==> src/rtl/dcc_bit_sequencer.sv <==
module dcc_bit_sequencer #(
  parameter int MAX_BYTES     = 6,
  parameter int PREAMBLE_LEN  = 17,
  parameter int REP_W         = 3,
  parameter int NOUT          = 3,
  parameter int CUT_PRE_US    = 26,
  parameter int CUT_FIRST_US  = 160,
  parameter int CUT_MID_US    = 190,
  parameter int POST_DELTA_US = 0,
  localparam int LEN_W        = $clog2(MAX_BYTES + 1)
) (
  input  logic                   clk,
  input  logic                   rst,
  input  logic                   pkt_valid,
  output logic                   pkt_ready,
  input  logic [8*MAX_BYTES-1:0] pkt_data,
  input  logic [LEN_W-1:0]       pkt_len,
  input  logic [REP_W-1:0]       pkt_repeat,
  input  logic                   half_zero_en,
  input  logic [NOUT-1:0]        cutout_req,
  input  logic                   sym_done,
  output logic                   sym_load,
  output logic [2:0]             sym_code,
  output logic                   pkt_next,
  output logic                   cut_open,
  output logic [1:0]             cut_phase,
  output logic [9:0]             cut_len_us,
  output logic [NOUT-1:0]        cut_en
);
  localparam int BYTE_W  = (MAX_BYTES > 1) ? $clog2(MAX_BYTES) : 1;
  localparam int PRE_MAX = (PREAMBLE_LEN > 22) ? PREAMBLE_LEN : 22;
  localparam int CNT_W   = $clog2(PRE_MAX + 1);
  localparam int CUT_POST_US = 5*2*56 - 56 + POST_DELTA_US - CUT_PRE_US - CUT_FIRST_US - CUT_MID_US;
  localparam logic [CNT_W-1:0] NEED_PLAIN = CNT_W'(PREAMBLE_LEN - 1);
  localparam logic [CNT_W-1:0] NEED_HZ    = CNT_W'(21);
  localparam logic [8*MAX_BYTES-1:0] IDLE_PKT = (8*MAX_BYTES)'(24'hFF00FF);

  localparam logic [2:0] C_ZERO = 3'd0, C_ONE = 3'd1, C_HALF = 3'd2,
                         C_EOP = 3'd3, C_CUT = 3'd4, C_POST = 3'd5;

  typedef enum logic [2:0] {S_PRE, S_DATA, S_SEP, S_TAIL, S_NOCUT, S_C1, S_C2, S_C3} st_t;

  st_t                          st;
  logic [CNT_W-1:0]             cnt;
  logic                         hz_r, idle_r;
  logic [MAX_BYTES-1:0][7:0]    data_r;
  logic [LEN_W-1:0]             len_r;
  logic [REP_W:0]               rep_left;
  logic [BYTE_W-1:0]            byte_i;
  logic [2:0]                   bit_i;
  logic [2:0]                   tc;

  wire              hz_cur = (cnt == '0) ? half_zero_en : hz_r;
  wire [CNT_W-1:0]  need   = hz_cur ? NEED_HZ : NEED_PLAIN;
  wire              at_end = sym_done && ((st == S_C3) || (st == S_NOCUT && tc == 3'd4));

  always_ff @(posedge clk) begin
    if (rst) begin
      st <= S_PRE; cnt <= '0; hz_r <= 1'b0; idle_r <= 1'b0;
      data_r <= '0; len_r <= '0; rep_left <= '0; byte_i <= '0; bit_i <= 3'd7; tc <= '0;
      sym_load <= 1'b0; sym_code <= C_ONE; pkt_ready <= 1'b0; pkt_next <= 1'b0;
      cut_open <= 1'b0; cut_phase <= 2'd0; cut_len_us <= '0; cut_en <= '0;
    end else begin
      sym_load  <= sym_done;
      pkt_ready <= 1'b0;
      pkt_next  <= 1'b0;
      if (sym_done) begin
        cut_open   <= 1'b0;
        cut_len_us <= '0;
        case (st)
          S_PRE: begin
            if (cnt >= need) begin
              sym_code <= C_ZERO;
              st <= S_DATA; byte_i <= '0; bit_i <= 3'd7; cnt <= '0;
              if (rep_left == '0) begin
                if (pkt_valid) begin
                  data_r <= pkt_data; len_r <= pkt_len;
                  rep_left <= {1'b0, pkt_repeat} + 1'b1; idle_r <= 1'b0;
                end else begin
                  data_r <= IDLE_PKT; len_r <= LEN_W'(3);
                  rep_left <= (REP_W+1)'(1); idle_r <= 1'b1;
                end
              end
            end else begin
              sym_code <= (cnt == '0 && half_zero_en) ? C_HALF : C_ONE;
              if (cnt == '0) hz_r <= half_zero_en;
              cnt <= cnt + 1'b1;
            end
          end
          S_DATA: begin
            sym_code <= {2'b00, data_r[byte_i][bit_i]};
            if (bit_i == 3'd0) st <= S_SEP;
            else bit_i <= bit_i - 1'b1;
          end
          S_SEP: begin
            if (LEN_W'(byte_i) + 1'b1 >= len_r) begin
              sym_code <= C_ONE; st <= S_TAIL;
            end else begin
              sym_code <= C_ZERO; byte_i <= byte_i + 1'b1; bit_i <= 3'd7; st <= S_DATA;
            end
          end
          S_TAIL: begin
            if (|cutout_req) begin
              sym_code <= C_CUT; cut_open <= 1'b1; cut_phase <= 2'd0;
              cut_len_us <= 10'(CUT_PRE_US); st <= S_C1;
            end else begin
              sym_code <= C_ONE; tc <= 3'd1; st <= S_NOCUT;
            end
          end
          S_C1: begin
            sym_code <= C_CUT; cut_open <= 1'b1; cut_phase <= 2'd1;
            cut_len_us <= 10'(CUT_FIRST_US); cut_en <= cutout_req; st <= S_C2;
          end
          S_C2: begin
            sym_code <= C_CUT; cut_open <= 1'b1; cut_phase <= 2'd2;
            cut_len_us <= 10'(CUT_MID_US); st <= S_C3;
          end
          S_C3: begin
            sym_code <= C_POST; cut_open <= 1'b1; cut_phase <= 2'd3;
            cut_len_us <= 10'(CUT_POST_US); cut_en <= '0;
          end
          S_NOCUT: begin
            if (tc < 3'd4) begin
              sym_code <= C_ONE; tc <= tc + 1'b1;
            end else begin
              sym_code <= C_EOP; tc <= '0;
            end
          end
          default: st <= S_PRE;
        endcase
        if (at_end) begin
          st <= S_PRE; cnt <= '0; pkt_next <= 1'b1;
          if (rep_left <= (REP_W+1)'(1)) begin
            rep_left <= '0; pkt_ready <= !idle_r;
          end else begin
            rep_left <= rep_left - 1'b1;
          end
        end
      end
    end
  end

  AST_LOAD_PER_DONE:    assert property (@(posedge clk) disable iff (rst) sym_done |=> sym_load);
  AST_NO_SPURIOUS_LOAD: assert property (@(posedge clk) disable iff (rst) !sym_done |=> !sym_load);
  AST_CODE_LEGAL:       assert property (@(posedge clk) disable iff (rst) sym_code <= C_POST);
  AST_EOP_ENDS_PACKET:  assert property (@(posedge clk) disable iff (rst) (sym_load && sym_code == C_EOP) |-> pkt_next);
  AST_PHASE_ORDER:      assert property (@(posedge clk) disable iff (rst)
                          (sym_load && cut_open && cut_phase == 2'd1) |-> $past(cut_open) && $past(cut_phase) == 2'd0);
  AST_EN_INSIDE_WINDOW: assert property (@(posedge clk) disable iff (rst) (|cut_en) |-> cut_open);
  AST_POST_DROPS_EN:    assert property (@(posedge clk) disable iff (rst)
                          (sym_load && cut_open && cut_phase == 2'd3) |-> cut_en == '0);
  AST_POP_AT_END:       assert property (@(posedge clk) disable iff (rst) pkt_ready |-> pkt_next);
endmodule

==> config.mk <==
export PLATFORM = sky130hd
export DESIGN_NAME = dcc_bit_sequencer
export DESIGN_NICKNAME = d
export VERILOG_FILES = /design/src/rtl/dcc_bit_sequencer.sv
export SDC_FILE = /design/constraint.sdc
export NUM_CORES = 1
export LEC_CHECK = 0
export BUFFER_PORTS_ARGS = -buffer_cell sky130_fd_sc_hd__buf_2
export CORE_ASPECT_RATIO = 1.4
export CORE_MARGIN = 5
export CORE_UTILIZATION = 45
export DETAILED_ROUTE_END_ITERATION = 12
export PLACE_DENSITY = 0.72
export SETUP_SLACK_MARGIN = 0.02
export SLEW_MARGIN = 20
export SYNTH_ARGS = -nofsm -noshare
export SYNTH_HDL_FRONTEND = slang
export SYNTH_SLANG_ARGS = --single-unit
==> constraint.sdc <==
create_clock -name clk -period 2.8 [get_ports clk]
set_input_delay 0.14 -clock clk [delete_from_list [all_inputs] [get_ports clk]]
set_output_delay 0.14 -clock clk [all_outputs]
set_load 0.02 [all_outputs]
==> After elaboration in Yosys (flattened, before gate mapping) <==
Cells that the tools add are included.
{ "word_totals": {"output_inout_bits": 22, "inputBits": 62, "elab_cells": 135, "regBits": 96} }
{ "classes": {"n_eq_ne": 15, "muxes": 48, "n_addsub": 6, "bitwise_logic": 4, "order_cmp": 6, "n_reduce_logical": 33} }
{ "ops": {"columns": ["op", "n"], "rows": [
  ["48-bit 2-to-1 mux", 1],
  ["3-bit 2-to-1 mux", 13],
  ["8-bit case mux with 4 select lines", 1],
  ["8-bit binary-select mux with 3-bit select", 1],
  ["4-bit 2-to-1 mux", 6],
  ["3-bit case mux with 7 select lines", 1],
  ["5-bit 2-to-1 mux", 4],
  ["3-bit case mux with 2 select lines", 3],
  ["3-bit case mux with 6 select lines", 1],
  ["4-bit AND reduction", 4],
  ["3-bit equality test, second input constant", 5],
  ["2-bit nonzero test", 6],
  ["2-bit 2-to-1 mux", 5],
  ["2-bit inequality test, second input constant", 5],
  ["3-bit case mux with 3 select lines", 1],
  ["3-bit AND reduction", 3],
  ["3-bit by 4-bit < comparator with 1-bit output, second input constant", 2],
  ["8-bit 2-to-1 mux", 1],
  ["2-bit case mux with 4 select lines", 1],
  ["1-bit 2-to-1 mux", 7],
  ["7-bit nonzero test", 1],
  ["3-bit by 1-bit adder with 3-bit output, second input constant", 2],
  ["3-bit by 2-bit equality test with 1-bit output, second input constant", 2],
  ["3-bit zero test", 2],
  ["25 further kinds", 34]
]} }

==> Depth between registers and ports, before layout <==
{ "depth": {"word_depth": 7, "depth_mapped": 13, "mapped_depth_nobuf": 12} }

==> Worst setup path after synthesis <==
Ideal clock, no wire load.
{ "synth_timing": {"path_type": "register to register", "from": "reg cnt[0]", "to": "reg rep_left[0]", "path_stages_with_launch": 13, "path_buffers": 1, "setup_ps": 101, "synth_period_minus_slack_ps": 2819, "arrival_ps": 2718, "required_time_ps": 2699, "path_slack_ps": -19, "path_cell_list": "dfxtp_1 inv_1 ha_1 nor4b_1 nand2_1 o21ai_0 ha_1 nor4bb_1 o41ai_4 and4_1 buf_4 a311o_1 o41ai_1"} }
{ "synth_between": {"elab_chain_len": 6} }
{ "synth_rtl": {"columns": ["element", "line_no", "rtl"], "rows": [
  ["from (decl)", "44", "logic [CNT_W-1:0] cnt;"],
  ["from (signal assigned)", "87", "cnt <= cnt + 1'b1;"],
  ["5-bit zero test", "53", "wire hz_cur = (cnt == '0) ? half_zero_en : hz_r;"],
  ["1-bit 2-to-1 mux", null, null],
  ["3-bit 2-to-1 mux", "54", "wire [CNT_W-1:0] need = hz_cur ? NEED_HZ : NEED_PLAIN;"],
  ["5-bit >= comparator (*)", "72", "if (cnt >= need) begin"],
  ["2-bit nonzero test (no line) (*)", null, null],
  ["4-bit AND reduction (no line) (*)", null, null],
  ["to (signal assigned)", "136", "rep_left <= rep_left - 1'b1;"],
  ["to (decl)", "48", "logic [REP_W:0] rep_left;"]
]} }
Every way passes the cells marked *; elsewhere a longest branch is shown, timed or not.
A chain may end at the register's enable or synchronous reset.

==> Worst setup path in the final report <==
{ "layout_timing": {"from": "reg cnt[1]", "to": "reg bit_i[2]"} }
{ "layout_between": {"elab_chain_len": 6} }
{ "layout_rtl": {"columns": ["element", "line_no", "rtl"], "rows": [
  ["5-bit zero test", "53", null],
  ["1-bit 2-to-1 mux", null, null],
  ["3-bit 2-to-1 mux", "54", null],
  ["5-bit >= comparator (*)", "72", null],
  ["2-bit inequality test (no line) (*)", null, null],
  ["5-bit AND reduction (no line) (*)", null, null],
  ["to (signal assigned)", "93", "else bit_i <= bit_i - 1'b1;"],
  ["to (decl)", "50", "logic [2:0] bit_i;"]
]} }
Marks and branches as above.

==> summary.txt <==
Yosys
  • Register bit total from synthesis: 90
  • Avg Cell Area, Syn: 8.416 um^2
  • Synth area leaders: dfxtp_1 40%, a21oi_1 5.9%, nand2_1 4.9%
  • Ys async rst share: 0
  • Top post-synthesis cells by count: 90 x dfxtp_1, 58 x nand2_1, 54 x nor2_1, 53 x a21oi_1, 41 x nand3_1
  • Cell count after synthesis: 530
  • Yosys cell types: 54
  • Syn Std Cell Area: between 4000 and 5000 um^2
  • Yosys top cell area share: 0.4039
  • Sequential cell area fraction in the yosys report: 0.4039
  • Leading area contributor after synthesis: dfxtp_1
  • Synth Flop Type: dfxtp_1
  • Warning count from the yosys run: 0
  • Number of synthesized flops with an enable pin: 0
  • Most instantiated library cell after synthesis: dfxtp_1

Placed design
  • Buffers on Ports: 79
  • DP Wirelength: about 8000 um
  • Placed cells: slightly above 700
  • Placer Congestion: 0.8280

STA
  • Worst-Margin Slew: approximately 0.87 ns
  • RSZ-0062 raised after global routing: yes
  • Setup_tns: 0 ns
  • Final setup fails: 0
  • Worst slew margin: 0.4217
  • Final Cycle Share: 0.9598
  • Minimum clock period: between 2 and 3 ns
  • Final Max Tran Viols: 0
  • Final Hold Viols: 0
  • F_max: between 300 and 400 MHz
  • Final Skew: roughly 0.0050 ns

Detailed routing
  • Final antenna-violating net count: 0
  • Routed Wire Length: about 12000 um
  • Post-DR wirelength/cell: 15.84 um
  • Detailed Routing Iterations Pass 1: 5
  • Avg Vias per Cell: around 5.5
  • DRC viols: 0
  • 1st-iter DRT viols: 166
  • Vias after detailed routing: slightly above 4000

Run status
  • Outcome: finished clean

Clock tree
  • Num CTS Buffers: 9
  • CTS Hold Bufs: 0
  • Worst-Skew Late Latency: between 0.3 and 0.4 ns
  • H-tree depth: 3
  • Root buffer cell: clkbuf_16
  • Reg clk slew, reported paths: approximately 0.060 ns
  • Clock tree from TritonCTS: built
  • Clock tree buffer depth: 2
  • Clk sinks: 90

Global routing
  • Antenna violations before repair: 0
  • Largest net degree at the start of global routing: between 50 and 60
  • Global-route wire length before repair: approximately 19000 um
  • Global route total overflow: 0
  • Vias in the first global route: between 4000 and 5000
  • GR Util All Layers: 0.1976

Flow run
  • Max_cap viols: 0

Floorplan
  • Core area: around 9800 um^2
  • Chip Width: roughly 94 um
  • # rows: 43
  • Die height: around 130 um
  • IO Pins: 84
  • Initial Util: 0.4555
  • Die area: between 10000 and 15000 um^2

Finish
  • Final Net Count: 691
  • Cell Count, Final, Fillers Out: approximately 750
  • Multi-input gate area: roughly 2700 um^2
  • Antenna diode instance count: 0
  • Layout cells sized above 1: 0.2973
  • Synth-to-Final Area Change: 29.00%
  • Fillcell total: approximately 890
  • Reg area: 1804 um^2

Power and ir drop
  • Total power per unit cell area: ~470 nW/um^2
  • Total power: ~2.7 mW
  • VDD IR-drop max: about 340 uV
  • Leak: 2.185 nW

Worst setup path
  • R2R Path Start: cnt[1]
  • Worst setup EP type: register
  • CP startpoint kind: register
  • Register-to-Register Path Depth: 14
  • CP Class: register to register
  • Arr. time, crit path: ~2.9 ns
  • FF-to-FF setup slack: 0.11 ns
  • Req. time, crit path: roughly 3.0 ns
  • Crit path max fanout: 4
  • Reg-to-reg endpoint: bit_i[2]

Min path
  • Worst Hold Path EP: data_r[5]
  • Hold WC Path Type: input pin to register
  • WHS Path Cells: 3
  • HP Start: pkt_data[5]
[area by class of cell]
class                   count  share of cell area
multi-input cells         386              0.4614
flip-flops and latches     90              0.3135
repair buffers            112              0.1344
clock buffers              11             0.04218
well taps                 135             0.02935
inverters                  15            0.009785
clock inverters             5            0.009350
[worst max-delay path by stage]
stage / from / to / slack [ns] / cells past startpoint
6_report: cnt[1] / bit_i[2] / 0.11 / 14
4_1_cts: cnt[0] / bit_i[2] / 0.03 / 14
5_1_grt: cnt[1] / bit_i[2] / -0.05 / 14
2_1_floorplan: cnt[0] / rep_left[0] / 0.06 / 12
3_3_place_gp: cnt[0] / bit_i[2] / -0.03 / 14
3_5_place_dp: cnt[0] / bit_i[2] / -0.27 / 14
[worst max-delay path, stage by stage, from the launching register on]
cell and delay, ns:
dfxtp_2 0.33, inv_2 0.06, ha_4 0.12, nor4b_4 0.19, buf_4 0.17, nand2_4 0.05, o21ai_4 0.07, ha_4 0.24
nor4bb_4 0.34, o41ai_4 0.14, buf_4 0.17, a221o_1 0.37, nand3_1 0.12, xnor2_1 0.12, nand2_1 0.07
[layout by cell type (no fill, tap or decap), types with 14 or more instances in the layout]
master	count
buf_2	79
dfxtp_1	88
mux2i_1	20
nand3_1	41
buf_4	23
nor2_1	52
nand2_1	48
nor3_1	23
nor3b_2	14
a21oi_1	49
[kinds of logic (layout without fill, tap and decap cells)]
kind of cell             count (synthesis)  count (layout)  synth area share
multiplexers                            26              26           0.07237
buffers and inverters                   57             143           0.06283
AO/OA/AOI/OAI                          102             102            0.1459
adder cells (fa/ha/maj)                 15              15           0.04208
AND/OR/NAND/NOR                        233             233            0.2603
other                                    1               4         0.0008407
flip-flops                              90              90            0.4039
XOR/XNOR                                 6               6           0.01178
[registers in the layout, summed over array words and instances, names as in the netlist, 2 cells and up]
| name | count |
|---|---|
| len_r | 3 |
| data_r | 48 |
| cnt | 5 |
| byte_i | 3 |
| bit_i | 3 |
| sym_code | 3 |
| tc | 3 |
| cut_en | 3 |
| st | 3 |
| cut_phase | 2 |
| rep_left | 4 |
| cut_len_us | 4 |
[timing repair]
action | in CTS | in global routing
cloned | 1 | 4
endpoints found under the setup margin | 67 | 67
resized for setup | 12 | 50
setup buffers | 6 | 5
pin swaps | 8 | 17
[power breakdown]
part           total (mW)  internal, mW  switching, mW  leakage, nW
sequential           1.29          1.29        0.00401        0.727
combinational       0.205        0.0946          0.110         1.31
clock                1.19         0.712          0.480        0.149
total                2.69          2.09          0.594         2.18
[per-layer routing]
layer  global-route usage  up-vias  routed length (um)
li1                     -     2035                   -
met1               0.2208     1951                4539
met2               0.3583      115                6465
met3              0.03288       33                 471
met4              0.09439        0                 467
met5                    0        -                   0
[metrics by stage]
| stage | util | area [um^2] | hold WS, ns | setup WS (ns) |
|---|---|---|---|---|
| floorplan | - | 4478 | 0.2877 | 0.05514 |
| detailed placement | 0.5098 | 4992 | 0.4121 | -0.2737 |
| finish | 0.5877 | 5754 | 0.06635 | 0.1124 |
| CTS | 0.5558 | 5443 | 0.05790 | 0.02991 |
| global placement | 0.5098 | 4992 | 0.3991 | -0.02804 |
| global route | 0.5877 | 5754 | 0.06682 | -0.05478 |
Note: power is estimated with default switching activity, not from simulation.
